## config.mk

```make
export PLATFORM = sky130hd
export DESIGN_NAME = inbound_order_q
export DESIGN_NICKNAME = d
export VERILOG_FILES = /design/src/rtl/ordq_pkg.sv /design/src/rtl/ordq_store.sv /design/src/rtl/ordq_pick.sv /design/src/rtl/inbound_order_q.sv
export SDC_FILE = /design/constraint.sdc
export NUM_CORES = 1
export LEC_CHECK = 0
export ABC_AREA = 1
export BUFFER_PORTS_ARGS = -buffer_cell sky130_fd_sc_hd__buf_2
export CORE_AREA = 5 5 125 127
export DETAILED_ROUTE_END_ITERATION = 12
export DIE_AREA = 0 0 130 132
export GPL_ROUTABILITY_DRIVEN = 0
export PLACE_DENSITY_LB_ADDON = 0.12
export SLEW_MARGIN = 30
export SYNTH_ARGS = -nofsm -noshare
export SYNTH_HDL_FRONTEND = slang
export SYNTH_SLANG_ARGS = --single-unit
```

## constraint.sdc

```tcl
create_clock -name clk -period 5.61 [get_ports clk]
set_input_delay 0.2805 -clock clk [delete_from_list [all_inputs] [get_ports clk]]
set_output_delay 0.2805 -clock clk [all_outputs]
set_load 0.01 [all_outputs]
```

## src/rtl/ordq_pkg.sv

```systemverilog
package ordq_pkg;

  localparam int NCLS     = 5;
  localparam int CLS_W    = 3;
  localparam int CLS_SPAN = 1 << CLS_W;

  typedef enum logic [CLS_W-1:0] {
    CLS_PW  = 3'd0,
    CLS_DRD = 3'd1,
    CLS_SRD = 3'd2,
    CLS_CFG = 3'd3,
    CLS_CPL = 3'd4
  } cls_e;

  // young may overtake old?
  function automatic logic may_pass(logic [CLS_W-1:0] young, logic [CLS_W-1:0] old);
    logic ok;
    ok = 1'b0;
    case (cls_e'(young))
      CLS_PW, CLS_CPL:          ok = (cls_e'(old) != CLS_PW);
      CLS_DRD, CLS_SRD, CLS_CFG: ok = (cls_e'(old) == CLS_CPL);
      default:                  ok = 1'b0;
    endcase
    return ok;
  endfunction

endpackage

```

## src/rtl/ordq_store.sv

```systemverilog
module ordq_store
  import ordq_pkg::*;
#(
  parameter int DEPTH = 8,
  parameter int TAG_W = 8,
  localparam int IDX_W = $clog2(DEPTH),
  localparam int CNT_W = $clog2(DEPTH + 1)
) (
  input  logic                             clk,
  input  logic                             rst_n,
  input  logic                             push,
  input  logic [CLS_W-1:0]                 push_cls,
  input  logic [TAG_W-1:0]                 push_tag,
  input  logic                             pop,
  input  logic [IDX_W-1:0]                 pop_idx,
  output logic [DEPTH-1:0]                 ent_vld,
  output logic [DEPTH-1:0][CLS_W-1:0]      ent_cls,
  output logic [DEPTH-1:0][TAG_W-1:0]      ent_tag,
  output logic [CNT_W-1:0]                 count
);

  logic [DEPTH-1:0][CLS_W-1:0] cls_q, cls_n;
  logic [DEPTH-1:0][TAG_W-1:0] tag_q, tag_n;
  logic [CNT_W-1:0]            cnt_q, cnt_n;
  logic                        upd_en;

  assign upd_en = push | pop;

  // next state: compact out the popped slot, then append at the tail
  always_comb begin
    cls_n = cls_q;
    tag_n = tag_q;
    cnt_n = cnt_q;
    if (pop) begin
      for (int k = 0; k < DEPTH - 1; k++) begin
        if (IDX_W'(k) >= pop_idx) begin
          cls_n[k] = cls_q[k+1];
          tag_n[k] = tag_q[k+1];
        end
      end
      cnt_n = cnt_q - 1'b1;
    end
    if (push) begin
      cls_n[cnt_n[IDX_W-1:0]] = push_cls;
      tag_n[cnt_n[IDX_W-1:0]] = push_tag;
      cnt_n = cnt_n + 1'b1;
    end
  end

  always_ff @(posedge clk or negedge rst_n) begin
    if (!rst_n)
      cnt_q <= '0;
    else if (upd_en)
      cnt_q <= cnt_n;
  end

  always_ff @(posedge clk) begin
    if (upd_en) begin
      cls_q <= cls_n;
      tag_q <= tag_n;
    end
  end

  for (genvar g = 0; g < DEPTH; g++) begin : g_vld
    assign ent_vld[g] = (CNT_W'(g) < cnt_q);
  end

  assign ent_cls = cls_q;
  assign ent_tag = tag_q;
  assign count   = cnt_q;

  assert_no_overflow_R10: assert property (@(posedge clk) disable iff (!rst_n)
    push |-> (cnt_q < CNT_W'(DEPTH)));

  assert_pop_in_range_R9: assert property (@(posedge clk) disable iff (!rst_n)
    pop |-> (CNT_W'(pop_idx) < cnt_q));

endmodule

```

## src/rtl/ordq_pick.sv

```systemverilog
module ordq_pick
  import ordq_pkg::*;
#(
  parameter int DEPTH = 8,
  localparam int IDX_W = $clog2(DEPTH)
) (
  input  logic [DEPTH-1:0]            ent_vld,
  input  logic [DEPTH-1:0][CLS_W-1:0] ent_cls,
  input  logic [NCLS-1:0]             dn_ready,
  output logic                        sel_vld,
  output logic [IDX_W-1:0]            sel_idx
);

  logic [CLS_SPAN-1:0] rdy_ext;
  logic [DEPTH-1:0]    elig;

  assign rdy_ext = CLS_SPAN'(dn_ready);

  // eligible: class ready downstream and allowed past every older entry
  always_comb begin
    for (int i = 0; i < DEPTH; i++) begin
      elig[i] = ent_vld[i] & rdy_ext[ent_cls[i]];
      for (int j = 0; j < i; j++) begin
        if (ent_vld[j] && !may_pass(ent_cls[i], ent_cls[j]))
          elig[i] = 1'b0;
      end
    end
  end

  // oldest eligible wins (slot 0 is oldest)
  always_comb begin
    sel_idx = '0;
    for (int i = DEPTH - 1; i >= 0; i--) begin
      if (elig[i])
        sel_idx = IDX_W'(i);
    end
  end

  assign sel_vld = |elig;

endmodule

```

## src/rtl/inbound_order_q.sv

```systemverilog
module inbound_order_q
  import ordq_pkg::*;
#(
  parameter int DEPTH = 8,
  parameter int TAG_W = 8
) (
  input  logic             clk,
  input  logic             rst_n,
  input  logic             mode_ext,
  input  logic             in_valid,
  input  logic [2:0]       in_cls,
  input  logic [TAG_W-1:0] in_tag,
  output logic             in_ready,
  input  logic [4:0]       dn_ready,
  output logic             out_valid,
  output logic [2:0]       out_cls,
  output logic [TAG_W-1:0] out_tag,
  output logic             full,
  output logic             empty
);

  localparam int IDX_W = $clog2(DEPTH);
  localparam int CNT_W = $clog2(DEPTH + 1);

  logic [DEPTH-1:0]            ent_vld;
  logic [DEPTH-1:0][CLS_W-1:0] ent_cls;
  logic [DEPTH-1:0][TAG_W-1:0] ent_tag;
  logic [CNT_W-1:0]            count;
  logic                        sel_vld;
  logic [IDX_W-1:0]            sel_idx;
  logic [DEPTH-1:0]            cfg_mask, pw_mask, cpl_mask, older;
  logic                        cfg_held, cls_legal, push;
  logic [CLS_SPAN-1:0]         rdy_ext;

  for (genvar g = 0; g < DEPTH; g++) begin : g_mask
    assign cfg_mask[g] = ent_vld[g] & (ent_cls[g] == CLS_CFG);
    assign pw_mask[g]  = ent_vld[g] & (ent_cls[g] == CLS_PW);
    assign cpl_mask[g] = ent_vld[g] & (ent_cls[g] == CLS_CPL);
    assign older[g]    = ent_vld[g] & (IDX_W'(g) < sel_idx);
  end

  assign cfg_held = |cfg_mask;

  always_comb begin
    case (in_cls)
      CLS_PW, CLS_CPL: cls_legal = 1'b1;
      CLS_CFG:         cls_legal = !cfg_held;
      CLS_DRD:         cls_legal = !mode_ext;
      CLS_SRD:         cls_legal = mode_ext;
      default:         cls_legal = 1'b0;
    endcase
  end

  assign full     = (count == CNT_W'(DEPTH));
  assign empty    = (count == '0);
  assign in_ready = !full && cls_legal;
  assign push     = in_valid && in_ready;

  ordq_store #(.DEPTH(DEPTH), .TAG_W(TAG_W)) u_store (
    .clk      (clk),
    .rst_n    (rst_n),
    .push     (push),
    .push_cls (in_cls),
    .push_tag (in_tag),
    .pop      (sel_vld),
    .pop_idx  (sel_idx),
    .ent_vld  (ent_vld),
    .ent_cls  (ent_cls),
    .ent_tag  (ent_tag),
    .count    (count)
  );

  ordq_pick #(.DEPTH(DEPTH)) u_pick (
    .ent_vld  (ent_vld),
    .ent_cls  (ent_cls),
    .dn_ready (dn_ready),
    .sel_vld  (sel_vld),
    .sel_idx  (sel_idx)
  );

  assign out_valid = sel_vld;
  assign out_cls   = ent_cls[sel_idx];
  assign out_tag   = ent_tag[sel_idx];
  assign rdy_ext   = CLS_SPAN'(dn_ready);

  assert_no_pass_write_R2: assert property (@(posedge clk) disable iff (!rst_n)
    out_valid |-> ((older & pw_mask) == '0));

  assert_req_behind_cpl_R4: assert property (@(posedge clk) disable iff (!rst_n)
    (out_valid && (out_cls == CLS_DRD || out_cls == CLS_SRD || out_cls == CLS_CFG))
      |-> ((older & ~cpl_mask) == '0));

  assert_single_cfg_R8: assert property (@(posedge clk) disable iff (!rst_n)
    $countones(cfg_mask) <= 1);

  assert_issue_ready_R9: assert property (@(posedge clk) disable iff (!rst_n)
    out_valid |-> rdy_ext[out_cls]);

  assert_full_stall_R10: assert property (@(posedge clk) disable iff (!rst_n)
    full |=> (count == CNT_W'(DEPTH)) || $past(out_valid));

endmodule

```

* After elaboration in Yosys (flattened, before gate mapping) *
Index checks and enable logic that the tools add are counted.
Widths: inputs -> output; s select.

operators by class
  add/subtract/negate cells = 2
  multiply operators = 0
  divide/modulo/power cells = 0
  $lt $le $gt $ge = 26
  equal/unequal tests = 35
  shift operators = 0
  muxes and demuxes = 111
  bitwise gates (word level) = 17
  reductions and logical operators = 96

operators by type and width
  operator            number
  $mux 56             2
  $mux 8              9
  $bwmux 64           1
  $pmux 1 s2          28
  $eq 3x2->1 const B  17
  $mux 3              17
  $mux 21             2
  $lt 3x4->1 const B  10
  $mux 1              36
  $logic_and 1x1->1   31
  $logic_not 1->1     31
  $eq 3x3->1 const B  9
  $bmux 1 s3          8
  $bmux 8 s3          1
  $bwmux 24           1
  $demux 8 s3         1
  $eq 3x1->1 const B  8
  $logic_not 3->1     8
  $reduce_bool 3->1   7
  $reduce_or 3->1     7
  $and 1x1->1         16
  $lt 3x4->1 const A  4
  $reduce_or 2->1     8
  $reduce_or 8->1     2
  other kinds (16)    23

word-level totals
  register bits after elaboration = 92
  latch bits = 0
  RAM bits = 0
  ROM bits = 0
  input bits = 20
  output and inout bits = 15
  word-level logic and storage cells = 304
  memories = 0

* Logic depth before layout (Yosys ltp) *
Gate-level depths: netlist of run 1.

  depth in word-level cells = 25
  mapped depth = 22
  gate-level depth less buffers = 21

* Hierarchy *
Synthesis of run 1 repeated with hierarchy kept, for this count alone.

second synthesis, totals
  cell total of the unflattened synthesis = 1076
  area total of the unflattened synthesis = 7258.2 um^2

by module, submodules not included
  module           instances  cells an instance  area an instance (um^2)  sequential area each (um^2)
  ordq_store       1          619                5136.2                   2742.6
  ordq_pick        1          248                1134.8                   0.0
  inbound_order_q  1          209                987.2                    0.0

* Least setup slack after synthesis of run 1 *
No wires, ideal clock.

  path kind = register -> register
  start point = register u_store.cnt_q[0], in the netlist u_store.count[0]
  end point = register u_store.cls_q (netlist bit u_store.ent_cls[0]), enable pin
  library setup time = 0.971 ns
  arrival = 3.600 ns
  required time = 4.639 ns
  slack = 1.040 ns
  stages on the path, launching flop included = 13
  path buffers = 2
  clock period less this slack = 4.570 ns
  cell sequence = dfrtp_1 > inv_1 > ha_1 > nor2_1 > nor2_1 > a21oi_1 > nor2_1 > nand3_2 > nand2_1 > nor2_2 > buf_6 > clkbuf_1 > nand3_1

between the ends
  cells in the longest elaborated chain, start to end = 11
  elaborated cells between the ends (all ways) = 89
  classes of those cells = order compare: 8; eq/ne: 1; mux: 29; bitwise: 17; reduce/logical: 34

RTL lines
  what                                                     line                              source
  from (decl)                                              ordq_store.sv:24                  logic [CNT_W-1:0] cnt_q, cnt_n;
  from (signal assigned)                                   ordq_store.sv:54                  cnt_q <= cnt_n;
  $lt 3x4->1 / $lt 1x4->1 (equally long branches)          ordq_store.sv:65                  assign ent_vld[g] = (CNT_W'(g) < cnt_q);
  $and 1x1->1 / $logic_and 1x1->1 (equally long branches)  ordq_pick.sv:22, ordq_pick.sv:24
  $mux 1 (7 in a row)                                      ordq_pick.sv:24                   if (ent_vld[j] && !may_pass(ent_cls[i], ent_cls[j]))
  $reduce_or 8->1                                          ordq_pick.sv:39                   assign sel_vld = |elig;
  $or 1x1->1 *                                             ordq_store.sv:27                  assign upd_en = push | pop;
  net u_store.upd_en                                       ordq_store.sv:25                  logic upd_en;
  to (signal assigned)                                     ordq_store.sv:59                  cls_q <= cls_n;
  to (decl)                                                ordq_store.sv:22                  logic [DEPTH-1:0][CLS_W-1:0] cls_q, cls_n;

The timed path passes the listed nets; every way through them passes the cells marked *.
A chain may end at the register's enable or synchronous reset.

* Worst setup path in the final report of run 1 *
  start point = register u_store.cnt_q[0], in the netlist u_store.count[0]
  end point = output port out_cls[0]

between the ends
  cells in the longest elaborated chain, start to end = 19
  elaborated cells between the ends (all ways) = 82
  classes of those cells = order compare: 8; mux: 38; bitwise: 8; reduce/logical: 28

RTL lines
  what                                                     line                              source
  $lt 3x4->1 / $lt 1x4->1 (equally long branches)          ordq_store.sv:65
  $and 1x1->1 / $logic_and 1x1->1 (equally long branches)  ordq_pick.sv:22, ordq_pick.sv:24
  $mux 1 (7 in a row)                                      ordq_pick.sv:24
  $mux 3 (7 in a row)                                      ordq_pick.sv:34                   if (elig[i])
  $mux 3 *                                                 ordq_pick.sv:34
  $bmux 3 s3 *                                             inbound_order_q.sv:82             assign out_cls = ent_cls[sel_idx];
  $mux 3 (not written as such) *                           inbound_order_q.sv:82
  to (decl)                                                inbound_order_q.sv:16             output logic [2:0] out_cls,

Every way passes the cells marked *; elsewhere a longest branch is shown, timed or not. The select of a mux whose other input is x is not followed.

==> impl_metrics.json, run 1 <==
{
  "arrival_ps": 4070,
  "ioPinCount": 35,
  "worst_case_reg_to_reg_path_depth": 15,
  "fp.coreArea_mm2": 0.01431,
  "holdCritStartpoint": "in_tag[3]",
  "clock.fmax_mhz": 230.1,
  "wire_length_of_the_first_global_routing_pass_um": 34270,
  "synth_top_family_by_area": "simple AND/OR/NAND/NOR gates",
  "yosysWarnings": 0,
  "synthDistinctLibCells": 37,
  "hpwl_um": 14760,
  "numCtsBuffers": 9,
  "syn_area_mm2": 0.007029,
  "min_path_type": "in -> reg",
  "post_synth.cell_area_avg_um2": 6.818,
  "finalWirelength_um": 21380,
  "post_synth_inst_count": 1031,
  "post-cts-setup-buffers": 0,
  "number_of_antenna_violations_at_the_first_check_in_global_routing": 0,
  "mux_cell_area_share_after_synthesis": 0,
  "clock_insertion_delay_at_the_later_pin_of_the_skew_report_ps": 360,
  "initial_core_util": 0.4911,
  "worstSetupPathType": "reg -> out",
  "worst_ep_required_time_ps": 5330,
  "critPathCaptureType": "primary output",
  "synthDominantCellAreaShare": 0.3759,
  "synthAdderAreaFrac": 0.008900,
  "remaining_design_rule_violation_count": 0,
  "drv.max_cap_violation_count": 0,
  "final_period_minus_worst_setup_slack_ps": 4347,
  "die-height_um": 132,
  "grt_pass1_vias": 6385,
  "tcrit_tclk_final": 0.7748,
  "synth_xor_area_frac": 0.003738,
  "clkSlewWorstSetupHoldPaths_ps": 70,
  "via_count": 6916,
  "layout_common_cells": "336 x nand2_1, 147 x nand3_1, 112 x inv_1",
  "cts_sinks": 92,
  "area_growth_pct": 7.654,
  "synth_sequential_area_ratio": 0.3902,
  "finish_stage_setup_viols": 0,
  "setup_repair_after_global_routing_missed_its_margin": "no",
  "crit_startpoint": "u_store.count[0]",
  "total_number_of_nets_in_the_final_design": 1062,
  "synth-seq-cells": 92,
  "tritoncts": "yes",
  "timing.hold.worst_endpoint": "u_store.ent_tag[59]",
  "worstHoldPathCells": 1,
  "firstDrtPassIters": 5,
  "status": "finished, final reports clean",
  "drv_slew": 0,
  "synthesis.nets": 1056,
  "die_area_mm2": 0.01716,
  "grt_start_max_net_pins": 78,
  "synth_compound_gate_area_share": 0.1331,
  "rrSetupSlack_ps": 1660,
  "post-synth-top-area-cell": "edfxtp_1",
  "detail_route.vias_per_cell": 5.641,
  "postRouteAntennaNets": 0,
  "detail_route.iter0.violations": 707,
  "grt_usage": 0.2525,
  "post_cts_hold_buffer_count": 1,
  "n_antenna_cell": 0,
  "critPathLaunchType": "flop",
  "critical_path.reg2reg.startpoint": "u_store.count[0]",
  "post_cts.resized_instances": 0,
  "overflow": 0,
  "hold_violations": 0,
  "transition_time_of_the_tightest_slew_check_pin_ps": 953.0,
  "fp.dieW_um": 130,
  "layout-drive-gt1-share": 0.1027,
  "end_of_the_worst_register_to_register_path": "u_store.ent_tag[42]",
  "routed_wire_length_per_instance_um": 17.44,
  "cts_buffer_depth": 2,
  "max_slew_margin": 0.3624,
  "port_buffers": 34,
  "worst_clock_skew_ps": 8.297,
  "post_synth_simple_gate_area": 0.3621,
  "most_common_cell_after_layout_fill_and_taps_aside": "nand2_1",
  "finalSetupTns_ps": 0,
  "clock_tree.root_cell": "clkbuf_16",
  "std_cell_rows": 44,
  "critical_path_peak_fanout": 45,
  "synth.area.top_cells": "edfxtp_1 38%, nand2_1 18%, nand3_1 11%, inv_1 6.0%, o21ai_0 4.3%",
  "cts_htree_levels": 3
}
## through the flow
stage / cells / setup WS (ps) / util / hold WS, ps / cell area (um2)
floorplan: 1031 / 1040 / - / -15.09 / 7029
global placement: 1209 / 1680 / 0.5089 / 91.00 / 7284
detailed placement: 1209 / 1691 / 0.5092 / 92.07 / 7288
CTS: 1226 / 1322 / 0.5287 / 169.7 / 7567
global route: 1226 / 886.9 / 0.5287 / 179.4 / 7567
finish: 1226 / 1263 / 0.5287 / 179.4 / 7567
## cells by family (layout without fill, tap and decap cells)
logic type / Yosys count / count (layout)
adder cells (fa/ha/maj): 5 / 5
AO/OA/AOI/OAI: 177 / 177
AND/OR/NAND/NOR: 578 / 578
flip-flops: 92 / 92
buffers and inverters: 176 / 187
XOR/XNOR: 3 / 3
## final cells by class
cell class              instances  area [um2]
clock inverters                 6       40.04
multi-input cells             763        3596
clock buffers                  10       229.0
repair buffers                 43       244.0
inverters                     128       485.5
flip-flops and latches         92        2743
fillers                      1514        6746
well taps                     184       230.2
## synth_stat cells (all sizes together)
master and n:
clkinv 1, nand4 6, o21ai 112, a21oi 47, dfrtp 4, nand2 350, edfxtp 88, nor2 62
xnor2 2, nor3 5, ha 5, inv 127, nor4 2, clkbuf 19, nand3 152, xor2 1
o31ai 2, o211ai 13, a22oi 1, o22ai 2, buf 29, nor3b 1
## flip-flops by register name, summed over array words and instances (netlist names)
name / count
u_store.ent_tag: 64
u_store.ent_cls: 24
u_store.count: 4
## per-layer routing
metal	vias to the layer above	track usage	part of all wire
li1	3421	-	-
met1	3190	0.3436	0.43
met2	278	0.4163	0.48
met3	27	0.03282	0.064
met4	0	0.08025	0.023
met5	-	0	0
## worst max-delay path by stage
stage / end / slack, ps / cells after the start
floorplan: u_store.ent_cls[0] / 1040 / 12
global placement: out_cls[1] / 1680 / 20
detailed placement: u_store.ent_cls[19] / 1690 / 15
CTS: out_cls[1] / 1320 / 20
global route: out_tag[7] / 890 / 18
finish: out_cls[0] / 1260 / 20
## worst max-delay path: stages, from the launching register on
cell and delay (ps):
dfrtp_1 420, inv_1 110, ha_1 260, o21ai_1 360
nand3_1 130, nand3_1 160, nor2_1 70, nand2_1 60
nand2_1 50, nand2_1 50, nand2_1 40, nand2_1 100
nand2_2 560, nand2_2 230, buf_4 480, nand2_1 100
nand3_1 90, nand2_1 110, nand2_1 90, nand2_1 60
buf_2 140
Power of run 1 is left out: the tool's default activity adds up to more than one toggle a clock period on the data nets, which glitch-free logic cannot reach.
==> run 2, diff against run 1 <==
- clock period: 5.61 -> 4.1 ns (I/O delays scaled with it)
==> impl_metrics.json, run 2 (synthesis gave the netlist of run 1 again) <==
{
  "post-cts-setup-buffers": 0,
  "cts_sinks": 92,
  "transition_time_of_the_tightest_slew_check_pin_ps": 902.6,
  "path_cells": "nor2_1 > nand2_1 > a21oi_1 > nand2_1 > nand2_2 > buf_4 > a21oi_2 > inv_1 > nand3_1 > nand2_1 > nand2_1 > nand2_1 > buf_2",
  "critical_path_peak_fanout": 24,
  "total_number_of_nets_in_the_final_design": 1067,
  "slowest_stage": "inv_1",
  "cts_htree_levels": 3,
  "fp.dieW_um": 130,
  "grt_pass1_vias": 6497,
  "setup_repair_after_global_routing_missed_its_margin": "no",
  "delay_of_the_slowest_cell_on_the_worst_path_ps": 670,
  "grt_start_max_net_pins": 68,
  "drv_slew": 0,
  "clock_tree.root_cell": "clkbuf_16",
  "critical_path.reg2reg.startpoint": "u_store.count[3]",
  "tcrit_tclk_final": 0.9097,
  "cts_buffer_depth": 2,
  "status": "finished, final reports clean",
  "most_common_cell_after_layout_fill_and_taps_aside": "nand2_1",
  "worst_case_reg_to_reg_path_depth": 13,
  "holdCritStartpoint": "in_tag[3]",
  "initial_core_util": 0.4911,
  "number_of_antenna_violations_at_the_first_check_in_global_routing": 0,
  "routed_wire_length_per_instance_um": 17.06,
  "worst_slack_ps": 370.1,
  "via_count": 6884,
  "tritoncts": "yes",
  "worst_clock_skew_ps": 3.937,
  "critPathLaunchType": "flop",
  "final_period_minus_worst_setup_slack_ps": 3730,
  "detail_route.iter0.violations": 581,
  "rrSetupSlack_ps": 620,
  "max_slew_margin": 0.3976,
  "max_reg_flops": 64,
  "hold-worst-slack_ps": 103.0,
  "finalWirelength_um": 21000,
  "layout_common_cells": "336 x nand2_1, 147 x nand3_1, 112 x inv_1",
  "critical-path-top-cell-by-count": "nand2_1",
  "area_growth_pct": 9.025,
  "n_antenna_cell": 0,
  "finalSetupTns_ps": 0,
  "numCtsBuffers": 9,
  "die-height_um": 132,
  "drv.max_cap_violation_count": 0,
  "clock_insertion_delay_at_the_later_pin_of_the_skew_report_ps": 350,
  "ioPinCount": 35,
  "worstHoldPathCells": 1,
  "clock.fmax_mhz": 268.1,
  "die_area_mm2": 0.01716,
  "placement.cell_area_mm2": 0.007335,
  "arrival_ps": 3520,
  "num-fill-cells": 1517,
  "finish_stage_setup_viols": 0,
  "layout-drive-gt1-share": 0.1070,
  "critPathCaptureType": "primary output",
  "postRouteAntennaNets": 0,
  "hpwl_um": 14940,
  "detail_route.vias_per_cell": 5.592,
  "grt_usage": 0.2493,
  "hold_violations": 0,
  "overflow": 0,
  "worstSetupPathType": "reg -> out",
  "worst_ep_required_time_ps": 3890,
  "timing.hold.worst_endpoint": "u_store.ent_tag[59]",
  "clkSlewWorstSetupHoldPaths_ps": 70,
  "post_place_worst_slack_ps": 680.4,
  "firstDrtPassIters": 5,
  "remaining_design_rule_violation_count": 0,
  "end_of_the_worst_register_to_register_path": "u_store.ent_tag[33]",
  "fp.coreArea_mm2": 0.01431,
  "post-route-cell-area_mm2": 0.007664,
  "wire_length_of_the_first_global_routing_pass_um": 33730,
  "min_path_type": "in -> reg",
  "std_cell_rows": 44,
  "port_buffers": 34
}
==> run 2: cell count changes in the layout (fill, tap and decap cells not counted) <==
cell | before | now
clkinvlp_4 | 3 | 0
bufinv_16 | 0 | 2
buf_4 | 7 | 11
inv_6 | 1 | 2
buf_12 | 0 | 1
==> run 2: metal layers <==
metal	share of wire	vias up	global-route usage	wire (um)
li1	-	3427	-	-
met3	0.057	47	0.03687	1196
met1	0.42	3176	0.3253	8881
met2	0.48	234	0.4100	10100
met4	0.039	0	0.1062	816
met5	0	-	0	0
==> run 2: what timing repair did <==
action | in CTS | in global routing
hold buffers | 1 | 0
endpoints found under the hold margin | 4 | 0
resized for setup | 0 | 1
setup endpoints to repair | 0 | 3
==> run 2: worst max-delay path by stage <==
stage                          start  slack (ps)  cells past startpoint                   to
floorplan           u_store.count[0]         500                     12   u_store.ent_cls[0]
global placement    u_store.count[3]         700                     13  u_store.ent_tag[34]
detailed placement  u_store.count[0]         680                     17  u_store.ent_tag[51]
CTS                 u_store.count[0]         310                     17           out_tag[1]
global route        u_store.count[0]          40                     17           out_tag[1]
finish              u_store.count[3]         370                     13           out_tag[2]
==> run 2: cell type report <==
class / instances / area [um2] / share of cell area
Multi-Input combinational cell: 763 / 3596 / 0.4692
Sequential cell: 92 / 2743 / 0.3579
Inverter: 128 / 485.5 / 0.06335
Timing Repair Buffer: 48 / 294.0 / 0.03837
Tap cell: 184 / 230.2 / 0.03004
Clock buffer: 10 / 229.0 / 0.02988
Clock inverter: 6 / 86.33 / 0.01127
==> run 2: stage by stage <==
step / std cells / utilization
global route: 1231 / 0.5354
global placement: 1214 / 0.5124
CTS: 1231 / 0.5351
floorplan: 1031 / -
detailed placement: 1214 / 0.5124
finish: 1231 / 0.5354
==> run 2: worst max-delay path, delay by kind of cell, from the launching register on <==
family | cells | cell delay [ps]
buffers and inverters | 3 | 1070
flip-flops | 1 | 470
AND/OR/NAND/NOR | 8 | 1350
AO/OA/AOI/OAI | 2 | 290
Power of run 2 is left out for the same reason.
==> run 3, diff against run 2 <==
--- a/config.mk
+++ b/config.mk
@@ -14,2 +14,3 @@
 export PLACE_DENSITY_LB_ADDON = 0.12
+export SKIP_CTS_REPAIR_TIMING = 1
 export SLEW_MARGIN = 30
==> constraint.sdc (replaced) <==
create_clock -name clk -period 4.1 [get_ports clk]
set_input_delay 0.41 -clock clk [delete_from_list [all_inputs] [get_ports clk]]
set_output_delay 0.41 -clock clk [all_outputs]
set_load 0.01 [all_outputs]
==> impl_metrics.json, run 3 (synthesis gave the netlist of run 1 again) <==
{
  "numCtsBuffers": 9,
  "number_of_antenna_violations_at_the_first_check_in_global_routing": 0,
  "fp.coreArea_mm2": 0.01431,
  "cts_sinks": 92,
  "max_reg_flops": 64,
  "grt_usage": 0.2575,
  "layout-drive-gt1-share": 0.1089,
  "tcrit_tclk_final": 0.9205,
  "detail_route.iter0.violations": 732,
  "grt_start_max_net_pins": 67,
  "slowest_stage": "dfrtp_1",
  "post_place_worst_slack_ps": 450.9,
  "postRouteAntennaNets": 0,
  "transition_time_of_the_tightest_slew_check_pin_ps": 772.4,
  "path_cells": "inv_1 > ha_1 > nor2_1 > nor2_1 > a21oi_1 > nor2_1 > nand3_2 > nand2_1 > nor2_4 > inv_1 > nor2_1 > inv_1 > nand2_1 > nand2_1 > buf_2",
  "critPathLaunchType": "flop",
  "finalSetupTns_ps": 0,
  "max_slew_margin": 0.4838,
  "finish_stage_setup_viols": 0,
  "hold_violations": 0,
  "tritoncts": "yes",
  "final_period_minus_worst_setup_slack_ps": 3774,
  "critPathCaptureType": "primary output",
  "critical_path_peak_fanout": 11,
  "detail_route.vias_per_cell": 5.673,
  "area_growth_pct": 8.953,
  "wire_length_of_the_first_global_routing_pass_um": 34780,
  "port_buffers": 34,
  "clock_insertion_delay_at_the_later_pin_of_the_skew_report_ps": 360,
  "worst_slack_ps": 326.0,
  "critical-path-top-cell-by-count": "nor2_1",
  "min_path_type": "in -> reg",
  "num-fill-cells": 1464,
  "n_antenna_cell": 0,
  "worst_clock_skew_ps": 7.920,
  "ioPinCount": 35,
  "routed_wire_length_per_instance_um": 17.46,
  "clock.fmax_mhz": 265.0,
  "delay_of_the_slowest_cell_on_the_worst_path_ps": 430,
  "post-route-cell-area_mm2": 0.007659,
  "worst_ep_required_time_ps": 3690,
  "grt_pass1_vias": 6673,
  "fp.dieW_um": 130,
  "arrival_ps": 3360,
  "status": "finished, final reports clean",
  "std_cell_rows": 44,
  "cp_num_buf_inv": 4,
  "finalWirelength_um": 21500,
  "remaining_design_rule_violation_count": 0,
  "overflow": 0,
  "die_area_mm2": 0.01716,
  "critical_path.top_delay_family": "simple AND/OR/NAND/NOR gates",
  "initial_core_util": 0.4911,
  "die-height_um": 132,
  "hpwl_um": 15190,
  "firstDrtPassIters": 5,
  "via_count": 6983,
  "layout_common_cells": "336 x nand2_1, 147 x nand3_1, 112 x inv_1",
  "setup_repair_after_global_routing_missed_its_margin": "no",
  "most_common_cell_after_layout_fill_and_taps_aside": "nand2_1",
  "clock_tree.root_cell": "clkbuf_16",
  "cts_htree_levels": 3,
  "drv_slew": 0,
  "placement.cell_area_mm2": 0.007347,
  "total_number_of_nets_in_the_final_design": 1067,
  "drv.max_cap_violation_count": 0,
  "cts_buffer_depth": 2,
  "worstSetupPathType": "reg -> out",
  "clkSlewWorstSetupHoldPaths_ps": 70
}
## run 3: cell count changes in the layout (fill, tap and decap cells not counted)
| cell | previous run | this run |
|---|---|---|
| clkinv_4 | 0 | 4 |
| bufinv_16 | 2 | 0 |
| buf_12 | 1 | 2 |
| buf_6 | 1 | 0 |
| clkbuf_1 | 1 | 0 |
| clkinv_1 | 2 | 1 |
| clkinv_2 | 1 | 0 |
| clkinv_8 | 0 | 1 |
| inv_6 | 2 | 1 |
| inv_8 | 0 | 1 |
| nor2_2 | 8 | 7 |
| nor2_4 | 5 | 6 |
## run 3: layout make-up
class,instances,area (um2),share of cell area
flip-flops and latches,92,2743,0.3581
repair buffers,48,302.8,0.03954
inverters,128,485.5,0.06339
multi-input cells,763,3601,0.4702
clock inverters,7,71.32,0.009312
well taps,184,230.2,0.03006
clock buffers,9,225.2,0.02941
## run 3: metal layers
layer / track usage / wire [um] / vias up / part of all wire
met2: 0.4143 / 10210 / 310 / 0.48
met1: 0.3381 / 8912 / 3175 / 0.41
li1: - / - / 3432 / -
met4: 0.1322 / 1038 / 0 / 0.048
met3: 0.03241 / 1333 / 66 / 0.062
met5: 0 / 0 / - / 0
## run 3: worst paths after layout
check,from,endpoint,slack (ps),depth (start not counted)
worst max-delay path,u_store.count[0],out_tag[3],330,15
worst min-delay path,in_tag[3],u_store.ent_tag[59],290,1
worst max register to register,u_store.count[0],u_store.ent_cls[20],370,19
worst min register to register,u_store.ent_tag[33],u_store.ent_tag[33],610,2
max in group asynchronous,rst_n,u_store.count[0],3610,2
min in group asynchronous,rst_n,u_store.count[3],380,2
## run 3: stage by stage
stage                     std cells    util  hold WS, ps
after floorplan                1031       -        114.4
after global placement         1214  0.5133        215.5
after detailed placement       1214  0.5133        220.3
after CTS                      1230  0.5340       -166.4
after global routing           1231  0.5351        276.7
final                          1231  0.5351        288.8
## run 3: worst register-to-register path, cell delays in order, from the launching register on
cell     delay, ps
dfrtp_1        430
inv_1          120
ha_1           250
o21ai_1        340
nand3_1        130
nand3_1        180
nor2_1          70
nand2_1         50
nand2_1         50
nand2_1         50
nand2_1         50
nand2_1         90
nand2_2         70
nand2_2         50
buf_4          440
nand2_1        420
nand2_1        450
nand2_1         90
nand3_1         80
nand2_1         80
Power of run 3 is left out for the same reason.
